**config.mk**
```make
export PLATFORM = sky130hd
export DESIGN_NAME = chain_tag_walker
export DESIGN_NICKNAME = d
export VERILOG_FILES = /design/src/rtl/walker_pkg.sv /design/src/rtl/addr_stack.sv /design/src/rtl/tag_decode.sv /design/src/rtl/chain_tag_walker.sv
export SDC_FILE = /design/constraint.sdc
export NUM_CORES = 1
export LEC_CHECK = 0
export ABC_CLOCK_PERIOD_IN_PS = 9300
export BUFFER_PORTS_ARGS = -buffer_cell sky130_fd_sc_hd__buf_4
export CAP_MARGIN = 0
export CORE_MARGIN = 2
export CORE_UTILIZATION = 40
export CTS_CLUSTER_DIAMETER = 200
export CTS_CLUSTER_SIZE = 28
export DETAILED_ROUTE_END_ITERATION = 7
export PLACE_DENSITY = 0.68
export RECOVER_POWER = 100
export SLEW_MARGIN = 5
export SYNTH_ARGS = -nofsm -noshare
export SYNTH_HDL_FRONTEND = slang
export SYNTH_SLANG_ARGS = --single-unit
```
**constraint.sdc**
```tcl
create_clock -name clk -period 9.3 [get_ports clk]
set_input_delay 0 -clock clk [delete_from_list [all_inputs] [get_ports clk]]
set_output_delay 0 -clock clk [all_outputs]
set_load 0.05 [all_outputs]
```
**src/rtl/walker_pkg.sv**
```systemverilog
// Shared types for the source-chain tag walker.
// Assumes a 64-bit tag: bits 63:32 address, bits 31:0 command.
package walker_pkg;
    localparam int TAG_W    = 64;
    localparam int TADDR_W  = 32;
    localparam int QWC_W    = 16;
    localparam int QW_SHIFT = 4;

    typedef enum logic [2:0] {
        ID_REFE = 3'd0,
        ID_CNT  = 3'd1,
        ID_NEXT = 3'd2,
        ID_REF  = 3'd3,
        ID_REFS = 3'd4,
        ID_CALL = 3'd5,
        ID_RET  = 3'd6,
        ID_END  = 3'd7
    } tag_id_e;

    typedef enum logic [1:0] {
        ERR_NONE  = 2'd0,
        ERR_ALIGN = 2'd1,
        ERR_ID    = 2'd2,
        ERR_STACK = 2'd3
    } walk_err_e;

    typedef enum logic [1:0] {
        ST_IDLE  = 2'd0,
        ST_FETCH = 2'd1,
        ST_EXEC  = 2'd2
    } walk_state_e;
endpackage

```
**src/rtl/addr_stack.sv**
```systemverilog
// Return-address stack for subroutine tags.
// Assumes the caller never pushes when full or pops when empty;
// push and pop are never requested together. clear wins over both.
module addr_stack #(
    parameter int DEPTH = 2,
    parameter int AW    = 32,
    localparam int PW   = $clog2(DEPTH + 1)
) (
    input  logic          clk,
    input  logic          rst_n,
    input  logic          clear,
    input  logic          push,
    input  logic          pop,
    input  logic [AW-1:0] push_addr,
    output logic [PW-1:0] level,
    output logic [AW-1:0] top
);
    logic [AW-1:0] ent [DEPTH];

    // Occupancy counter.
    always_ff @(posedge clk) begin
        if (!rst_n || clear) level <= '0;
        else if (push)       level <= level + PW'(1);
        else if (pop)        level <= level - PW'(1);
    end

    // One storage register per stage, written when it is the next free slot.
    for (genvar i = 0; i < DEPTH; i++) begin : g_stage
        always_ff @(posedge clk) begin
            if (!rst_n)                            ent[i] <= '0;
            else if (push && level == PW'(i))      ent[i] <= push_addr;
        end
    end

    // Select the most recently pushed entry.
    always_comb begin
        top = '0;
        for (int i = 0; i < DEPTH; i++)
            if (level == PW'(i + 1)) top = ent[i];
    end

    a_r7_no_push_full: assert property (@(posedge clk) disable iff (!rst_n)
        push |-> level < PW'(DEPTH));
    a_r6_no_pop_empty: assert property (@(posedge clk) disable iff (!rst_n)
        pop |-> level != '0);
    a_r6_pop_restores: assert property (@(posedge clk) disable iff (!rst_n)
        (push && !clear) |=> top == $past(push_addr));
endmodule

```
**src/rtl/tag_decode.sv**
```systemverilog
// Combinational tag decoder: from the current tag address, the tag and
// the stack state, produce the descriptor, the next tag address and the
// stack action. Assumes tag_ptr is quadword aligned.
module tag_decode
    import walker_pkg::*;
#(
    parameter int STACK_DEPTH = 2,
    localparam int PW = $clog2(STACK_DEPTH + 1)
) (
    input  logic [TADDR_W-1:0] tag_ptr,
    input  logic [TAG_W-1:0]   tag,
    input  logic [7:0]         id_allow,
    input  logic [PW-1:0]      level,
    input  logic [TADDR_W-1:0] top,
    output logic               emit,
    output logic [TADDR_W-1:0] d_addr,
    output logic [QWC_W-1:0]   d_qwc,
    output logic [TADDR_W-1:0] next_ptr,
    output logic               finish,
    output logic               push,
    output logic               pop,
    output logic [TADDR_W-1:0] push_addr,
    output logic               fault,
    output walk_err_e          fault_code
);
    tag_id_e            id;
    logic [TADDR_W-1:0] field_addr;
    logic [TADDR_W-1:0] inline_addr;
    logic [TADDR_W-1:0] after_addr;

    // Field extraction and the two derived addresses.
    always_comb begin
        id          = tag_id_e'(tag[30:28]);
        field_addr  = tag[63:32];
        d_qwc       = tag[QWC_W-1:0];
        inline_addr = tag_ptr + TADDR_W'(16);
        after_addr  = inline_addr + (TADDR_W'(tag[QWC_W-1:0]) << QW_SHIFT);
    end

    // Per-type action selection.
    always_comb begin
        emit       = 1'b1;
        d_addr     = inline_addr;
        next_ptr   = after_addr;
        finish     = 1'b0;
        push       = 1'b0;
        pop        = 1'b0;
        push_addr  = after_addr;
        fault      = 1'b0;
        fault_code = ERR_NONE;
        if (!id_allow[id]) begin
            emit       = 1'b0;
            fault      = 1'b1;
            fault_code = ERR_ID;
        end else begin
            unique case (id)
                ID_REFE: begin
                    d_addr = field_addr;
                    finish = 1'b1;
                end
                ID_CNT: ;
                ID_NEXT: next_ptr = field_addr;
                ID_REF, ID_REFS: begin
                    d_addr   = field_addr;
                    next_ptr = inline_addr;
                end
                ID_CALL: begin
                    if (level == PW'(STACK_DEPTH)) begin
                        emit       = 1'b0;
                        fault      = 1'b1;
                        fault_code = ERR_STACK;
                    end else begin
                        push     = 1'b1;
                        next_ptr = field_addr;
                    end
                end
                ID_RET: begin
                    if (level == '0) finish = 1'b1;
                    else begin
                        pop      = 1'b1;
                        next_ptr = top;
                    end
                end
                ID_END: finish = 1'b1;
                default: ;
            endcase
        end
    end
endmodule

```
**src/rtl/chain_tag_walker.sv**
```systemverilog
// Source-chain tag walker top: sequences fetch -> decode -> descriptor
// for each tag until an end condition or an error.
// Assumes one outstanding read; rd_valid comes only while rd_req is high.
module chain_tag_walker
    import walker_pkg::*;
#(
    parameter int STACK_DEPTH = 2,
    localparam int PW = $clog2(STACK_DEPTH + 1)
) (
    input  logic               clk,
    input  logic               rst_n,
    input  logic               start,
    input  logic [TADDR_W-1:0] start_addr,
    input  logic               irq_en,
    input  logic [7:0]         id_allow,
    output logic               rd_req,
    output logic [TADDR_W-1:0] rd_addr,
    input  logic               rd_valid,
    input  logic [TAG_W-1:0]   rd_data,
    output logic               desc_valid,
    output logic [TADDR_W-1:0] desc_addr,
    output logic [QWC_W-1:0]   desc_qwc,
    output logic               tag_irq,
    output logic               done,
    output logic               busy,
    output logic [1:0]         err_code,
    output logic [PW-1:0]      stack_level,
    output logic [15:0]        tag_status
);
    walk_state_e        state;
    logic [TADDR_W-1:0] tag_ptr;
    logic [TAG_W-1:0]   tag_q;
    walk_err_e          err_q;
    logic               misaligned;

    logic               dec_emit, dec_finish, dec_push, dec_pop, dec_fault;
    logic [TADDR_W-1:0] dec_next, dec_push_addr, stk_top;
    walk_err_e          dec_code;
    logic               in_exec, stk_clear;

    assign misaligned = tag_ptr[QW_SHIFT-1:0] != '0;
    assign in_exec    = state == ST_EXEC;
    assign stk_clear  = state == ST_IDLE && start;

    tag_decode #(.STACK_DEPTH(STACK_DEPTH)) u_dec (
        .tag_ptr   (tag_ptr),
        .tag       (tag_q),
        .id_allow  (id_allow),
        .level     (stack_level),
        .top       (stk_top),
        .emit      (dec_emit),
        .d_addr    (desc_addr),
        .d_qwc     (desc_qwc),
        .next_ptr  (dec_next),
        .finish    (dec_finish),
        .push      (dec_push),
        .pop       (dec_pop),
        .push_addr (dec_push_addr),
        .fault     (dec_fault),
        .fault_code(dec_code)
    );

    addr_stack #(.DEPTH(STACK_DEPTH), .AW(TADDR_W)) u_stack (
        .clk      (clk),
        .rst_n    (rst_n),
        .clear    (stk_clear),
        .push     (in_exec && dec_push),
        .pop      (in_exec && dec_pop),
        .push_addr(dec_push_addr),
        .level    (stack_level),
        .top      (stk_top)
    );

    // Walk sequencer: idle, fetch a tag, execute it.
    always_ff @(posedge clk) begin
        if (!rst_n) begin
            state      <= ST_IDLE;
            tag_ptr    <= '0;
            tag_q      <= '0;
            err_q      <= ERR_NONE;
            tag_status <= '0;
        end else begin
            unique case (state)
                ST_IDLE: if (start) begin
                    tag_ptr <= start_addr;
                    err_q   <= ERR_NONE;
                    state   <= ST_FETCH;
                end
                ST_FETCH: begin
                    if (misaligned) begin
                        err_q <= ERR_ALIGN;
                        state <= ST_IDLE;
                    end else if (rd_valid) begin
                        tag_q      <= rd_data;
                        tag_status <= rd_data[31:16];
                        state      <= ST_EXEC;
                    end
                end
                ST_EXEC: begin
                    if (dec_fault) begin
                        err_q <= dec_code;
                        state <= ST_IDLE;
                    end else if (dec_finish) begin
                        state <= ST_IDLE;
                    end else begin
                        tag_ptr <= dec_next;
                        state   <= ST_FETCH;
                    end
                end
                default: state <= ST_IDLE;
            endcase
        end
    end

    // Output strobes derived from the current state.
    always_comb begin
        rd_req     = state == ST_FETCH && !misaligned;
        rd_addr    = tag_ptr;
        desc_valid = in_exec && dec_emit;
        tag_irq    = desc_valid && tag_q[31] && irq_en;
        done       = in_exec && !dec_fault && dec_finish;
        busy       = state != ST_IDLE;
        err_code   = err_q;
    end

    a_r8_misalign_halts: assert property (@(posedge clk) disable iff (!rst_n)
        (state == ST_FETCH && misaligned) |=> (!busy && err_code == 2'd1));
    a_r1_single_capture: assert property (@(posedge clk) disable iff (!rst_n)
        (rd_req && rd_valid) |=> (!rd_req && in_exec));
    a_r10_irq_gated: assert property (@(posedge clk) disable iff (!rst_n)
        tag_irq |-> (desc_valid && irq_en));
    a_r5_done_goes_idle: assert property (@(posedge clk) disable iff (!rst_n)
        done |=> !busy);
    a_r11_status_capture: assert property (@(posedge clk) disable iff (!rst_n)
        (rd_req && rd_valid) |=> tag_status == $past(rd_data[31:16]));
    a_r7_no_desc_on_fault: assert property (@(posedge clk) disable iff (!rst_n)
        (in_exec && dec_fault) |-> !desc_valid);
endmodule

```
==> results.cfg <==
[die]
die_area_sq_um = 26200
fp.dieW_microns = 162
dieHeight_microns = 162
core-area_sq_um = 24400
fp-row-count = 57
start_util = 0.409
ios = 214

[synth]
synth-edff-count = 64
yosysSeqAreaShare = 0.398
synthDistinctLibCells = 74
synth_fp_nets = 1291
synth_top_area_frac = 0.205
yosysTopAreaCell = dfxtp_1
avgSynthCellArea_sq_um = 8.63
yosysWarnings = 0
synth-seq-cells = 166
synthFlopType = dfxtp_1
ys_top_cells_by_area = dfxtp_1, edfxtp_1, nand2_1
synth_cells = 1155
synthArstFlopShare = 0
syn-cell-area_sq_um = 9970

[clocking]
cts_setup_buffers = 0
htree_levels = 4
cts.clk_slew.worst_paths_ps = 70
numClockSinks = 166
cts-buffers-inserted = 17
cts_tree = done
clockRootBuffer = clkbuf_16
clk_latency_ps = 440
clk_path_buf_depth = 2

[timing]
setup_viol = 0
slew_headroom = -0.356
fin_tns_setup_ps = 0
hold_viol = 0
fin_worst_skew_ps = 10.4
fmax_mhz = 190
rsz0062_at_grt = no
slew_violations = 185
min_period_ps = 5280
timing.final.crit_share = 0.567
fin_ws_ps = 4020
worst-slew-pin-transition_ps = 2030

[layout]
diodes = 0
fill_cells = 2391
layout.cells.most_common = nand2_1
layout-drive-gt1-share = 0.128
final_cell_mix = nand2_1, buf_4, nor2_1, clkbuf_1, dfxtp_1
fin_nets = 1513
syn_to_final_growth_pct = 26.5
final_cells = 1714

[global_route]
grt_pass1_vias = 9357
grt_antenna_before_repair = 0
grtUsageTotal = 0.252
grt_max_degree = 75
overflow = 0
grt_pass1_wl_mm = 51.5

[detailed_routing]
met2WireLength_mm = 15.8
wl_met3_mm = 2.71
post_drt_wl_per_cell_microns = 19.6
viasPerCell = 5.64
first_pass_iters = 5
vias = 9674
wl_met1_mm = 14.0
top_layer_used = met4
antenna_left = 0
drc = 0
drtIter0Drc = 892
finalWirelength_mm = 33.5

[min_path]
hold_class = in -> reg

[place]
place_ws_ps = 4740
port_buffers = 213
detailed_place_hpwl_mm = 22.9
gp_routability_congestion = 0.879
place_inst = 1592

[critical_path]
cp_slowest_cell = clkbuf_1
setup.worst_path.end_class = flip-flop
cp.arrival_ps = 5650
path_buf_inv = 3
critPathTopFamily = simple AND/OR/NAND/NOR gates
critPathMaxStageDelay_ps = 990
criticalPathCategory = reg -> reg
critPathLaunchType = flip-flop
path_max_fanout = 23
cp_cell_sequence = inv_1, ha_1, clkbuf_1, nand4_1, nand2_1, clkbuf_1, nand2_1, nor2_1, nor4bb_1, nand4b_1
worstPathRequired_ps = 9670

[pwr]
ir_drop_mv = 0.111
leakage_nw = 4.63
power_frac_comb = 0.262
p_seq_frac = 0.398
power_density_nw_per_um2 = 169
power.internal_mw = 1.37
p_switching_uw = 763
swShare = 0.358
clockPowerShare = 0.339

[status]
status = finished, violations left
violations = max-capacitance violations, max-slew violations

[flow_run]
drv_cap = 6
==> state kept, by name, indices dropped and copies added (netlist names) <==
name and flops:
u_stack.ent 64, tag_q 49, rd_addr 32, tag_status 15
err_code 2, state 2, u_stack.level 2
==> power groups by stage <==
stage / combinational [mW] / clock (mW) / sequential (mW)
2_1_floorplan: 0.337 / 0 / 0.900
3_3_place_gp: 0.557 / 0 / 0.862
3_5_place_dp: 0.561 / 0 / 0.863
4_1_cts: 0.594 / 0.730 / 0.847
5_1_grt: 0.596 / 0.764 / 0.854
6_report: 0.559 / 0.723 / 0.848
==> cell type report <==
| class | count | area [sq um] | area share |
|---|---|---|---|
| clock buffers | 20 | 500 | 0.0397 |
| clock inverters | 12 | 100 | 0.00793 |
| repair buffers | 320 | 2230 | 0.176 |
| inverters | 27 | 101 | 0.00803 |
| multi-input cells | 845 | 5320 | 0.422 |
| flip-flops and latches | 166 | 3960 | 0.314 |
| well taps | 324 | 405 | 0.0321 |
==> tightest hold or removal path, cell delays in order <==
cell	delay [ps]
buf_4	80
o32ai_1	80
nor2_1	110
nand2_1	60
nand4b_1	80
==> metrics by stage <==
step	utilization	hold slack [ps]	power, mW	area (sq um)
after floorplan	-	145	1.24	9970
after global placement	0.473	262	1.42	11500
after detailed placement	0.473	270	1.42	11500
after CTS	0.535	2.67	2.17	13000
after global routing	0.517	53.0	2.21	12600
final	0.517	22.9	2.13	12600
==> cells in the mapped netlist, types with 4 or more instances <==
| library cell | instances |
|---|---|
| and3_1 | 7 |
| a22oi_1 | 8 |
| buf_4 | 36 |
| a222oi_1 | 24 |
| mux2i_1 | 4 |
| nand2_1 | 182 |
| o311ai_0 | 5 |
| or3_1 | 26 |
| nand3b_1 | 4 |
| a221oi_1 | 5 |
| o211a_1 | 5 |
| a211o_1 | 4 |
| xor2_1 | 18 |
| a21boi_0 | 83 |
| ha_1 | 26 |
| xnor2_1 | 25 |
| o2111ai_1 | 4 |
| a21oi_1 | 53 |
| o21bai_1 | 5 |
| a21o_1 | 7 |
| nand2b_1 | 8 |
| o221ai_1 | 11 |
| nand3_1 | 25 |
| inv_1 | 27 |
| nor2b_1 | 10 |
| clkbuf_1 | 75 |
| dfxtp_1 | 102 |
| nor3_1 | 13 |
| o22ai_1 | 6 |
| buf_1 | 5 |
| and2_1 | 8 |
| nand4_1 | 10 |
| a31oi_1 | 4 |
| edfxtp_1 | 64 |
| nor3b_1 | 4 |
| o2111a_1 | 7 |
| o21ai_0 | 41 |
| nor2_1 | 108 |
| mux2_2 | 21 |
| o31ai_1 | 4 |
| and4_1 | 4 |
| o211ai_1 | 17 |
==> logic make-up after synthesis <==
group | Yosys count | share of synthesized area
multiplexers | 27 | 0.0323
AND/OR/NAND/NOR | 432 | 0.201
XOR/XNOR | 43 | 0.0378
AO/OA/AOI/OAI | 316 | 0.229
buffers and inverters | 144 | 0.0679
flip-flops | 166 | 0.398
adder cells (fa/ha/maj) | 27 | 0.0346
==> path summary, 6_finish.rpt <==
check,startpoint,endpoint,slack [ps],cells past startpoint
setup reg to reg,state[0],rd_addr[31],4020,10
setup / recovery,state[0],rd_addr[31],4020,10
hold / removal,start_addr[31],rd_addr[31],20,5
hold reg to reg,tag_status[9],tag_status[9],470,2
==> routing by layer <==
metal  track usage  up-vias
met5             0        -
met4         0.105        0
met3        0.0518       63
met2         0.419      423
met1         0.319     4584
li1              -     4604
==> repair_timing <==
action,4_1_cts,5_1_grt
endpoints found under the hold margin,90,0
hold buffers,90,0
resized for setup,0,0
Power figures use the tool's default switching activity.
